$ cat src/rtl/pfr_pkg.sv
package pfr_pkg;
  typedef enum logic {
    FR_IDLE = 1'b0,
    FR_FILL = 1'b1
  } fr_state_e;
endpackage

$ cat src/rtl/pfr_level_shift.sv
module pfr_level_shift #(
  parameter int PIX_W = 8
) (
  input  logic [PIX_W-1:0] pix,
  output logic [PIX_W:0]   shifted
);
  // pix - 2**(PIX_W-1): invert the top bit and sign-extend it
  always_comb begin
    shifted = {~pix[PIX_W-1], ~pix[PIX_W-1], pix[PIX_W-2:0]};
  end
endmodule

$ cat src/rtl/pfr_sample_ctr.sv
module pfr_sample_ctr #(
  parameter int BLK_N = 64,
  localparam int IDX_W = $clog2(BLK_N)
) (
  input  logic             clk,
  input  logic             rst_n,
  input  logic             clr,
  input  logic             take,
  output logic [IDX_W-1:0] idx,
  output logic             last
);
  localparam logic [IDX_W-1:0] LAST_IDX = IDX_W'(BLK_N - 1);

  assign last = (idx == LAST_IDX);

  always_ff @(posedge clk or negedge rst_n) begin
    if (!rst_n)      idx <= '0;
    else if (clr)    idx <= '0;
    else if (take)   idx <= last ? '0 : idx + 1'b1;
  end

  a_r4_step: assert property (@(posedge clk) disable iff (!rst_n || clr)
    (take && !last) |=> (idx == $past(idx) + 1'b1));
  a_r4_wrap: assert property (@(posedge clk) disable iff (!rst_n || clr)
    (take && last) |=> (idx == '0));
  a_r4_hold: assert property (@(posedge clk) disable iff (!rst_n || clr)
    !take |=> $stable(idx));
endmodule

$ cat src/rtl/pfr_ctrl.sv
module pfr_ctrl
  import pfr_pkg::*;
(
  input  logic clk,
  input  logic rst_n,
  input  logic clr,
  input  logic in_valid,
  input  logic in_start,
  input  logic dn_room,
  input  logic last,
  output logic take,
  output logic take_first,
  output logic blk_rdy
);
  fr_state_e state, state_nx;
  logic      idle;

  assign idle       = (state == FR_IDLE);
  assign blk_rdy    = idle && dn_room;
  assign take_first = !clr && in_valid && in_start && idle && dn_room;
  assign take       = take_first || (!clr && in_valid && !idle);

  always_comb begin
    state_nx = state;
    if (take_first)           state_nx = FR_FILL;
    else if (take && last)    state_nx = FR_IDLE;
  end

  always_ff @(posedge clk or negedge rst_n) begin
    if (!rst_n)   state <= FR_IDLE;
    else if (clr) state <= FR_IDLE;
    else          state <= state_nx;
  end

  a_r6_end_to_idle: assert property (@(posedge clk) disable iff (!rst_n || clr)
    (state == FR_FILL && take && last) |=> blk_rdy == dn_room);
  a_r5_strobe_mid_block: assert property (@(posedge clk) disable iff (!rst_n || clr)
    (state == FR_FILL && !(take && last)) |=> !blk_rdy);
  a_r10_no_room_stays: assert property (@(posedge clk) disable iff (!rst_n || clr)
    (idle && !dn_room) |=> (state == FR_IDLE));
  a_r3_idle_needs_start: assert property (@(posedge clk) disable iff (!rst_n || clr)
    (idle && !in_start) |-> !take);
endmodule

$ cat src/rtl/pfr_out_stage.sv
module pfr_out_stage #(
  parameter int PIX_W = 8,
  parameter int IDX_W = 6
) (
  input  logic             clk,
  input  logic             rst_n,
  input  logic             clr,
  input  logic             take,
  input  logic [PIX_W-1:0] pix_raw,
  input  logic [PIX_W:0]   shifted,
  input  logic [IDX_W-1:0] idx,
  output logic             out_valid,
  output logic [PIX_W:0]   out_data,
  output logic [IDX_W-1:0] out_idx,
  output logic             out_first
);
  always_ff @(posedge clk or negedge rst_n) begin
    if (!rst_n) begin
      out_valid <= 1'b0;
      out_data  <= '0;
      out_idx   <= '0;
      out_first <= 1'b0;
    end else if (clr) begin
      out_valid <= 1'b0;
      out_first <= 1'b0;
    end else begin
      out_valid <= take;
      out_first <= take && (idx == '0);
      if (take) begin
        out_data <= shifted;
        out_idx  <= idx;
      end
    end
  end

  a_r8_shift_value: assert property (@(posedge clk) disable iff (!rst_n || clr)
    take |=> ($signed(out_data) == $signed({1'b0, $past(pix_raw)}) - (2 ** (PIX_W - 1))));
  a_r2_first_flag: assert property (@(posedge clk) disable iff (!rst_n || clr)
    out_valid |-> (out_first == (out_idx == '0)));
  a_r1_quiet_after_clr: assert property (@(posedge clk) disable iff (!rst_n)
    clr |=> !out_valid);
endmodule

$ cat src/rtl/pix_block_framer.sv
module pix_block_framer #(
  parameter int PIX_W   = 8,
  parameter int BLK_DIM = 8,
  localparam int BLK_N  = BLK_DIM * BLK_DIM,
  localparam int IDX_W  = $clog2(BLK_N)
) (
  input  logic             clk,
  input  logic             rst_n,
  input  logic             clr,
  input  logic             in_valid,
  input  logic             in_start,
  input  logic [PIX_W-1:0] in_pix,
  input  logic             dn_room,
  output logic             blk_rdy,
  output logic             out_valid,
  output logic [PIX_W:0]   out_data,
  output logic [IDX_W-1:0] out_idx,
  output logic             out_first
);
  logic             take, take_first, last;
  logic [IDX_W-1:0] idx;
  logic [PIX_W:0]   shifted;

  pfr_ctrl u_ctrl (
    .clk, .rst_n, .clr, .in_valid, .in_start, .dn_room, .last,
    .take, .take_first, .blk_rdy
  );

  pfr_sample_ctr #(.BLK_N(BLK_N)) u_ctr (
    .clk, .rst_n, .clr, .take, .idx, .last
  );

  pfr_level_shift #(.PIX_W(PIX_W)) u_shift (
    .pix(in_pix), .shifted
  );

  pfr_out_stage #(.PIX_W(PIX_W), .IDX_W(IDX_W)) u_out (
    .clk, .rst_n, .clr, .take, .pix_raw(in_pix), .shifted, .idx,
    .out_valid, .out_data, .out_idx, .out_first
  );

  a_r2_start_index_zero: assert property (@(posedge clk) disable iff (!rst_n || clr)
    take_first |=> (out_valid && out_first && out_idx == '0));
  a_r9_busy_after_start: assert property (@(posedge clk) disable iff (!rst_n || clr)
    (take_first && !last) |=> !blk_rdy);
endmodule

$ cat config.mk
export PLATFORM = sky130hd
export DESIGN_NAME = pix_block_framer
export DESIGN_NICKNAME = d
export VERILOG_FILES = /design/src/rtl/pfr_pkg.sv /design/src/rtl/pfr_level_shift.sv /design/src/rtl/pfr_sample_ctr.sv /design/src/rtl/pfr_ctrl.sv /design/src/rtl/pfr_out_stage.sv /design/src/rtl/pix_block_framer.sv
export SDC_FILE = /design/constraint.sdc
export NUM_CORES = 1
export LEC_CHECK = 0
export BUFFER_PORTS_ARGS = -buffer_cell sky130_fd_sc_hd__buf_2
export CORE_UTILIZATION = 45
export CTS_BUF_LIST = sky130_fd_sc_hd__clkbuf_8 sky130_fd_sc_hd__clkbuf_16
export DETAILED_ROUTE_END_ITERATION = 6
export PLACE_DENSITY = 0.82
export SLEW_MARGIN = 10
export SYNTH_ARGS = -nofsm -noshare
export SYNTH_HDL_FRONTEND = slang
export SYNTH_SLANG_ARGS = --single-unit
export TNS_END_PERCENT = 1
$ cat constraint.sdc
create_clock -name clk -period 2.22 [get_ports clk]
set_clock_uncertainty 0.05 [all_clocks]
set_input_delay 0.222 -clock clk [delete_from_list [all_inputs] [get_ports clk]]
set_output_delay 0.222 -clock clk [all_outputs]
set_load 0.01 [all_outputs]
After elaboration in Yosys (flattened, before gate mapping)
Index checks and enable logic that the tools add are counted.

Add/sub/neg operators: 1. Eq/ne operators: 1. Muxes and demuxes: 8. Bitwise gates (word level): 3. Reductions and logical operators: 14.

Operators with widths (number): two-way mux 6 bit (3); logical AND 1 bit (8); adder 6 x 1 -> 6 bit, second input constant (1); equality test 6 bit, second input constant (1); logical NOT 6 bit (1); two-way mux 1 bit (5); NOT 1 bit (3); nonzero test 3 bit (1); AND reduction 2 bit (1); nonzero test 2 bit (1); logical NOT 1 bit (1); logical OR 1 bit (1).

Register bits after elaboration: 23. Input bits: 14.

Longest topological paths before layout
Gate-level depths: netlist (run 1).

Word-level depth: 10. Mapped depth: 6. Mapped depth without buffers: 5.

By module
Synthesis (run 1) repeated with hierarchy kept, for this count alone.

Cells, all modules: 87. Area total of the unflattened synthesis: 1151.1 sq um.

Modules (own cells, without submodules): pfr_out_stage (times used 1, cells each 38, area an instance 686.9 sq um, seq. area each 425.4 sq um); pfr_sample_ctr (times used 1, cells each 32, area an instance 320.3 sq um, seq. area each 150.1 sq um); pfr_ctrl (times used 1, cells each 8, area an instance 80.1 sq um, seq. area each 25.0 sq um); pfr_level_shift (times used 1, cells each 9, area an instance 63.8 sq um, seq. area each 0.0 sq um).

Worst setup path after synthesis (run 1)
Ideal clock, no wire load.

Path type: reg-to-reg. Start: register u_ctr.idx[0]. End: register u_out.out_first. Library setup time: 86 ps. Data arrival time: 1307 ps. Setup slack: 777 ps. Stages on the path, launching flop included: 5. Clock period less this slack: 1443 ps. Cells stage by stage: dfrtp_1 -> inv_1 -> ha_1 -> or4b_2 -> nor3_1.

Cells in the longest elaborated chain, start to end: 3.

Ends and longest elaborated chain: start, declared (RTL line pfr_sample_ctr.sv:9) `output logic [IDX_W-1:0] idx,`; start signal, assigned (RTL line pfr_sample_ctr.sv:19) `else if (take) idx <= last ? '0 : idx + 1'b1;`; logical NOT 6 bit (RTL line pfr_out_stage.sv:28) `out_first <= take && (idx == '0);`; logical AND 1 bit (RTL line pfr_out_stage.sv:28); two-way mux 1 bit (RTL line pfr_out_stage.sv:23) `end else if (clr) begin`; end signal, assigned (RTL line pfr_out_stage.sv:28); end, declared (RTL line pfr_out_stage.sv:15) `output logic out_first`.

Every way passes these cells. A chain may end at the register's enable or synchronous reset.

Worst setup path after layout (run 1)
Start: register u_ctrl.state. End: register u_ctr.idx[0].

Cells in the longest elaborated chain, start to end: 5. Elaborated cells on any way between the ends: 6. Classes of those cells: bitwise: 1; reduce/logical: 5.

Ends and longest elaborated chain: start, declared (RTL line pfr_ctrl.sv:15) `fr_state_e state, state_nx;`; start signal, assigned (RTL line pfr_ctrl.sv:32) `else state <= state_nx;`; NOT 1 bit (RTL line pfr_ctrl.sv:18) `assign idle = (state == FR_IDLE);`; logical AND 1 bit (2 in series) (RTL line pfr_ctrl.sv:20) `assign take_first = !clr && in_valid && in_start && idle && dn_room;`; logical OR 1 bit (*) (RTL line pfr_ctrl.sv:21) `assign take = take_first || (!clr && in_valid && !idle);`; nonzero test 2 bit (no source line) (*).

Mark *: on every way between the ends. The rest lies on a longest branch, timed or not.

==> results of run 1 <==
## timing repair
action,4_1_cts,5_1_grt
hold endpoints to repair,23,0
gates resized for setup,0,0
hold buffers,1,0
## flip-flops by register name (all words and copies together), names as in the netlist
register and flops:
u_out.out_data 8, u_ctr.idx 6, u_out.out_idx 6, u_ctrl.state 1, u_out.out_first 1, u_out.out_valid 1
## worst max-delay path: cells and delay by family (launching register included)
kind	cells	cell delay [ns]
AOI/OAI and AO/OA	2	0.31
buffers and inverters	1	0.36
DFF	1	0.40
and+or+nand+nor	2	0.55
## synthesized netlist by cell type
cell type / instances / share of area
nor3_1: 2 / 0.010
nor2_1: 3 / 0.011
nor2b_1: 1 / 0.0063
ha_1: 2 / 0.025
inv_2: 1 / 0.0037
nand2_1: 37 / 0.14
nand3_1: 5 / 0.025
buf_4: 1 / 0.0075
or3_1: 2 / 0.012
a22o_1: 1 / 0.0088
nor4_1: 1 / 0.0063
o21ai_0: 8 / 0.040
inv_1: 4 / 0.015
a31oi_1: 2 / 0.012
or2_2: 1 / 0.0063
xnor2_1: 1 / 0.0088
or4b_2: 1 / 0.010
dfrtp_1: 23 / 0.57
buf_6: 2 / 0.022
nand4b_1: 1 / 0.0088
xor2_1: 1 / 0.0088
a21oi_1: 5 / 0.025
buf_2: 1 / 0.0050
a21o_1: 1 / 0.0075
## final cells by class
class,count,area share
Clock buffer,3,0.0339
Sequential cell,23,0.472
Inverter,5,0.0154
Multi-Input combinational cell,75,0.305
Tap cell,27,0.0277
Timing Repair Buffer,33,0.142
Clock inverter,1,0.00411
## logic make-up (layout without fill, tap and decap cells)
| kind of cell | after synthesis | count (layout) |
|---|---|---|
| simple gates | 54 | 54 |
| flops | 23 | 23 |
| compound gates | 17 | 17 |
| buf+inv | 9 | 42 |
| fa+ha+maj | 2 | 2 |
| xor+xnor | 2 | 2 |
## routing by layer
metal | vias to the layer above | GRT usage | wire [um]
li1 | 417 | - | -
met1 | 382 | 0.211 | 867
met2 | 28 | 0.299 | 944
met3 | 5 | 0.0280 | 84
met4 | 0 | 0.123 | 34
met5 | - | 0 | 0
## per-stage QoR
stage / worst slack, ns / std cells / total power, W
CTS: 0.444 / 167 / 0.000883
detailed placement: 0.459 / 162 / 0.000627
floorplan: 0.777 / 107 / 0.000561
finish: 0.452 / 167 / 0.000872
global placement: 0.570 / 162 / 0.000623
global route: 0.259 / 167 / 0.000920
## power breakdown
part | leakage, nW | switching [W] | internal (W)
Combinational | 0.326 | 0.0000821 | 0.0000593
Sequential | 0.308 | 0.0000194 | 0.000457
Clock | 0.0255 | 0.000129 | 0.000125
Total | 0.659 | 0.000230 | 0.000641
## worst paths after layout
path	cells after the start	startpoint	endpoint	slack, ns
setup / recovery	5	u_ctrl.state$_DFFE_PN0P_	u_ctr.idx[0]$_DFFE_PN0P_	0.45
hold / removal	3	in_pix[5]	u_out.out_data[5]$_DFFE_PN0P_	0.09
setup reg to reg	5	u_ctrl.state$_DFFE_PN0P_	u_ctr.idx[0]$_DFFE_PN0P_	0.45
hold reg to reg	2	u_out.out_data[5]$_DFFE_PN0P_	u_out.out_data[5]$_DFFE_PN0P_	0.42
max in group asynchronous	2	rst_n	u_out.out_idx[5]$_DFFE_PN0P_	1.38
min in group asynchronous	2	rst_n	u_out.out_data[0]$_DFFE_PN0P_	0.40
==> results by group, run 1 <==
Synth
  – Cell Area, Synth: 1000 um2
  – Largest family of logic cells by synthesized area: simple AND/OR/NAND/NOR gates
  – Register bit count reported by yosys: 23
  – Parity-gate share of the synthesized area counting xor and xnor cells: 0.0175
  – Fraction of the mapped netlist area in simple logic gates: 0.235
  – Post-synth net total: about 120
  – Post-synthesis mux area share: 0
  – Post-Syn Area per Cell: ~9.4 um2
  – Number of warnings printed during yosys synthesis: 0
  – Share of the synthesized area in compound gates (AO/OA/AOI/OAI): 0.0938
  – Gate count of the mapped netlist: between 100 and 150
  – Adder and majority cell fraction of the synthesized area: 0.0250
  – Post-synth cell types: 24
  – Sequential element share of the synthesized area: 0.575

Placement
  – Placed standard-cell area: roughly 1200 um2
  – RePlAce Congestion: between 0.8 and 0.9
  – Hpwl dp: 1400 um
  – Input/output buffers: 31

Route
  – Average detailed-routed wire length per instance: 11.6 um
  – Number of DRC markers in iteration 0: 35
  – Via density per instance: 4.98
  – Post-Route WL: a little under 2000 um
  – Post-route DRC violation count: 0
  – Routed vias: roughly 830
  – DRT Pass-1 Iters: 4
  – Detail Route Antenna Nets: 0

Cells and area
  – Layout filler cell count: 190
  – Relative area change from synthesis to final layout: 21.8%
  – Summed area of non-filler cells in the final layout: roughly 1200 um2
  – Fraction of the core area covered by cells at the end of the flow: 0.603
  – Most common library cell in the layout ignoring fill and taps: nand2_1
  – Storage cell area: between 500 and 600 um2
  – Most used cells in the layout excluding fill and tap cells: 37 x nand2_1, 31 x buf_2, 23 x dfrtp_1, 8 x o21ai_0
  – Net total in the final layout: around 160
  – Antenna diodes: 0
  – Proportion of layout cells with a drive suffix above 1: 0.279
  – Area occupied by multi-input gates: between 300 and 400 um2

CTS
  – TritonCTS Buffers: 3
  – Clock tree from TritonCTS: built
  – Clock network latency to the later pin of the worst-skew pair: approximately 0.26 ns
  – Clock-pin transition on the worst setup and hold timing paths: roughly 0.080 ns
  – Num Clock Sinks: 23
  – Maximum count of clock buffers along a single path: 2
  – Total number of H-tree levels: 1
  – Root Buffer Master: clkbuf_8
  – Number of buffers added for setup after CTS: 0

Outcome
  – Result of the run: finished clean

Worst setup path
  – Stage delay of the slowest cell on the critical path: ~0.46 ns
  – Critical path fanouts, max: 14
  – Cell with the largest stage delay on the worst path: or3_1
  – Required time at the worst-slack endpoint: ~2.3 ns
  – Classification of the worst setup path: reg2reg
  – Signal arrival time at the worst endpoint: around 1.9 ns
  – CP Capture Type: flop
  – Worst setup SP type: flop
  – List of cells traversed by the critical path: a21oi_1, or3_1, inv_1, nand2_1, o21ai_0

Timing
  – Headroom to the max-slew limit: 0.668
  – Hold WS: a little over 0.09 ns
  – Slew at the pin with the worst max-slew slack: 0.497 ns
  – Final Hold Violating Endpoints: 0
  – Final slew viol count: 0
  – Minimum clock period after layout: 1.77 ns
  – Summed negative setup slack over all endpoints: 0 ns
  – Setup violations, final: 0
  – RSZ-0062 raised after global routing: false
  – Final period utilization: 0.797
  – Peak Freq: 566 MHz

Worst hold path
  – Kind of path behind the tightest hold check: in2reg

Power and ir drop
  – Peak supply drop: between 0.0005 and 0.0006 V
  – Total power per unit cell area: just over 700 nW/um2
  – Leakage Power: 0.659 nW

Global route
  – Pin count of the biggest net entering global routing: 24
  – Number of global-route vias before repair: 780
  – GRT Total Usage: 0.180
  – Wire length of the first global-routing pass: roughly 3300 um
  – Grt ovf: 0
  – Initial antenna violation count: 0

Die
  – Die Outline Area: 2420 um2
  – Row cnt: 16
  – Floorplan core area: between 2000 and 2500 um2
  – I/O Pins: 32
  – Starting density of the core: 0.495
  – Die outline width: approximately 49 um
  – Die height: 49.2 um

Job
  – Max-cap check violation count: 0
Power figures use the tool's default switching activity.
==> run 2, diff against run 1 <==
--- a/config.mk
+++ b/config.mk
@@ -6,10 +6,10 @@
 export NUM_CORES = 1
 export LEC_CHECK = 0
 export BUFFER_PORTS_ARGS = -buffer_cell sky130_fd_sc_hd__buf_2
-export CORE_UTILIZATION = 45
+export CORE_UTILIZATION = 44
 export CTS_BUF_LIST = sky130_fd_sc_hd__clkbuf_8 sky130_fd_sc_hd__clkbuf_16
 export DETAILED_ROUTE_END_ITERATION = 6
-export PLACE_DENSITY = 0.82
+export PLACE_DENSITY = 0.83
 export SLEW_MARGIN = 10
 export SYNTH_ARGS = -nofsm -noshare
 export SYNTH_HDL_FRONTEND = slang
==> constraint.sdc (replaced) <==
create_clock -name clk -period 1.5 [get_ports clk]
set_clock_uncertainty 0.05 [all_clocks]
set_input_delay 0.15 -clock clk [delete_from_list [all_inputs] [get_ports clk]]
set_output_delay 0.15 -clock clk [all_outputs]
set_load 0.01 [all_outputs]
==> results by group, run 2 (synthesized netlist as in run 1, its figures left out) <==
CTS
  – Total number of H-tree levels: 1 (unchanged)
  – Clock tree from TritonCTS: built
  – TritonCTS Buffers: 3 (unchanged)
  – Clock network latency to the later pin of the worst-skew pair: 0.26 ns (about the same)
  – Num Clock Sinks: 23 (unchanged)
  – Clock-pin transition on the worst setup and hold timing paths: 0.08 ns (about the same)
  – Root Buffer Master: clkbuf_8
  – Maximum count of clock buffers along a single path: 2 (unchanged)

Die
  – Die height: 49.7 um (+1.1%)
  – Row cnt: 16 (unchanged)
  – Starting density of the core: 0.490 (-0.00485)
  – Die outline width: 49.7 um (+1.1%)
  – I/O Pins: 32 (unchanged)
  – Floorplan core area: 2040 um2 (+0.99%)
  – Die Outline Area: 2470 um2 (+2.2%)

Timing
  – Minimum clock period after layout: 1.49 ns (-0.280 ns)
  – Slew at the pin with the worst max-slew slack: 0.510 ns (+0.0125 ns)
  – Summed negative setup slack over all endpoints: 0 ns (unchanged)
  – Headroom to the max-slew limit: 0.660 (-0.00836)
  – Final slew viol count: 0 (unchanged)
  – Setup violations, final: 0 (unchanged)
  – Final period utilization: 0.992 (+0.196)
  – RSZ-0062 raised after global routing: true
  – Final Hold Violating Endpoints: 0 (unchanged)
  – Peak Freq: 672 MHz (+19%)

Global route
  – Initial antenna violation count: 0 (unchanged)
  – Pin count of the biggest net entering global routing: 24 (unchanged)
  – GRT Total Usage: 0.199 (+0.0197)
  – Grt ovf: 0 (unchanged)
  – Number of global-route vias before repair: 834 (+6.9%)
  – Wire length of the first global-routing pass: 3710 um (+13%)

Outcome
  – Result of the run: finished clean

Route
  – Detail Route Antenna Nets: 0 (unchanged)
  – Post-Route WL: 2170 um (+12%)
  – Routed met3 length: 116 um (+38%)
  – Post-Route M1 WL: 967 um (+12%)
  – Highest metal layer used by the detailed router: met4
  – Routed vias: 879 (+5.6%)
  – Number of DRC markers in iteration 0: 9 (-74%)
  – Post-route DRC violation count: 0 (unchanged)
  – DRT Pass-1 Iters: 4 (unchanged)
  – Via density per instance: 4.99 (+0.25%)
  – Average detailed-routed wire length per instance: 12.3 um (+6.7%)
  – Routed length on met2: 1050 um (+11%)

Cells and area
  – Max FFs per register: 8 (unchanged)
  – Most common library cell in the layout ignoring fill and taps: nand2_1
  – Relative area change from synthesis to final layout: 29.1%
  – Largest register by flop count: u_out.out_data
  – Number of standard cells in the layout, taps in and fillers out: 176 (+5.4%)
  – Largest registers: u_out.out_data (8), u_ctr.idx (6), u_out.out_idx (6)
  – Layout filler cell count: 193 (+1.6%)
  – Proportion of layout cells with a drive suffix above 1: 0.336 (+0.0570)
  – Most used cells in the layout excluding fill and tap cells: 37 x nand2_1, 31 x buf_2, 23 x dfrtp_1, 10 x buf_4, 7 x o21ai_0
  – Net total in the final layout: 166 (+5.7%)
  – Summed area of non-filler cells in the final layout: 1290 um2 (+6.1%)
  – Antenna diodes: 0 (unchanged)

Worst setup path
  – End of the worst register-to-register path: u_out.out_first$_DFF_PN0_
  – CP Capture Type: flop
  – R2r setup slk: 0.01 ns (-0.44 ns)
  – Signal arrival time at the worst endpoint: 1.63 ns (-0.26 ns)
  – Required time at the worst-slack endpoint: 1.64 ns (-0.70 ns)
  – RR Startpoint: u_ctr.idx[0]$_DFFE_PN0P_
  – Classification of the worst setup path: reg2reg
  – R2R depth: 4 (-1)
  – Critical path fanouts, max: 3 (-11)
  – Worst setup SP type: flop

Placement
  – Placed standard-cell area: 1210 um2 (+4.5%)
  – Input/output buffers: 31 (unchanged)
  – Hpwl dp: 1620 um (+16%)
  – RePlAce Congestion: 0.893 (-0.21%)
  – Placed instance count: 169 (+4.3%)

Worst hold path
  – Min-Delay Path Depth: 3 (unchanged)
  – Hold Path End: u_out.out_data[4]$_DFFE_PN0P_
  – Kind of path behind the tightest hold check: in2reg
  – Launch instance of the worst min-delay path: in_pix[4]

Job
  – Max-cap check violation count: 0 (unchanged)

Power and ir drop
  – Total power per unit cell area: 1020 nW/um2 (+43%)
  – Peak supply drop: 0.000732 V (+33%)
  – Leakage Power: 0.702 nW (+6.5%)
  – Overall power after layout: 0.00132 W (+51%)
run 2: changes by cell type in the layout (fill, tap and decap cells not counted):
cell      before  now
clkinv_2       1    0
ha_1           2    1
nor3_1         2    1
nor3_2         0    1
inv_2          1    2
ha_2           0    1
o21ai_0        8    7
o21ai_1        0    1
buf_4          1   10
run 2: worst max-delay path, stage by stage (launching register included):
cell     delay (ns)
dfrtp_1        0.41
inv_1          0.09
ha_1           0.16
or4b_2         0.60
nor3_2         0.11
run 2: stage by stage:
step,hold WS (ns),util,setup slack [ns]
2_1_floorplan,-0.196,-,0.0572
3_3_place_gp,0.0912,0.595,0.0496
3_5_place_dp,0.101,0.595,-0.0336
4_1_cts,0.0238,0.628,0.00278
5_1_grt,0.0405,0.633,-0.0745
6_report,0.0199,0.633,0.0119
run 2: what timing repair did:
action | CTS | global route
gates resized for setup | 1 | 3
setup endpoints to repair | 1 | 10
hold buffers | 1 | 0
endpoints found under the hold margin | 23 | 0
setup buffers | 1 | 1
run 2: routing by layer:
metal  GRT usage  vias up
li1            -      438
met4      0.0857        0
met5           0        -
met2       0.333       39
met3      0.0278        5
met1       0.255      397
run 2: how the worst max path moves through the flow:
stage / startpoint / endpoint / slack [ns]
5_1_grt: u_ctr.idx[0]$_DFFE_PN0P_ / u_out.out_first$_DFF_PN0_ / -0.07
2_1_floorplan: u_ctr.idx[0]$_DFFE_PN0P_ / u_out.out_first$_DFF_PN0_ / 0.06
6_report: u_ctr.idx[0]$_DFFE_PN0P_ / u_out.out_first$_DFF_PN0_ / 0.01
3_5_place_dp: u_ctr.idx[0]$_DFFE_PN0P_ / u_out.out_first$_DFF_PN0_ / -0.03
4_1_cts: u_ctr.idx[0]$_DFFE_PN0P_ / u_out.out_first$_DFF_PN0_ / 0.003
3_3_place_gp: u_ctr.idx[0]$_DFFE_PN0P_ / u_out.out_first$_DFF_PN0_ / 0.05
run 2: final cells by class:
cell class,instances,area (um2),area share
tap,27,33.8,0.0261
timing repair buffer,42,240,0.186
clock buffer,3,41.3,0.0319
sequential,23,576,0.445
clock inverter,1,3.75,0.00290
inverter,5,18.8,0.0145
multi-input combinational,75,379,0.293
run 2: power breakdown:
group	switching, W	internal (W)
Combinational	0.000134	0.000103
Sequential	0.0000289	0.000676
Clock	0.000194	0.000183
Total	0.000357	0.000962
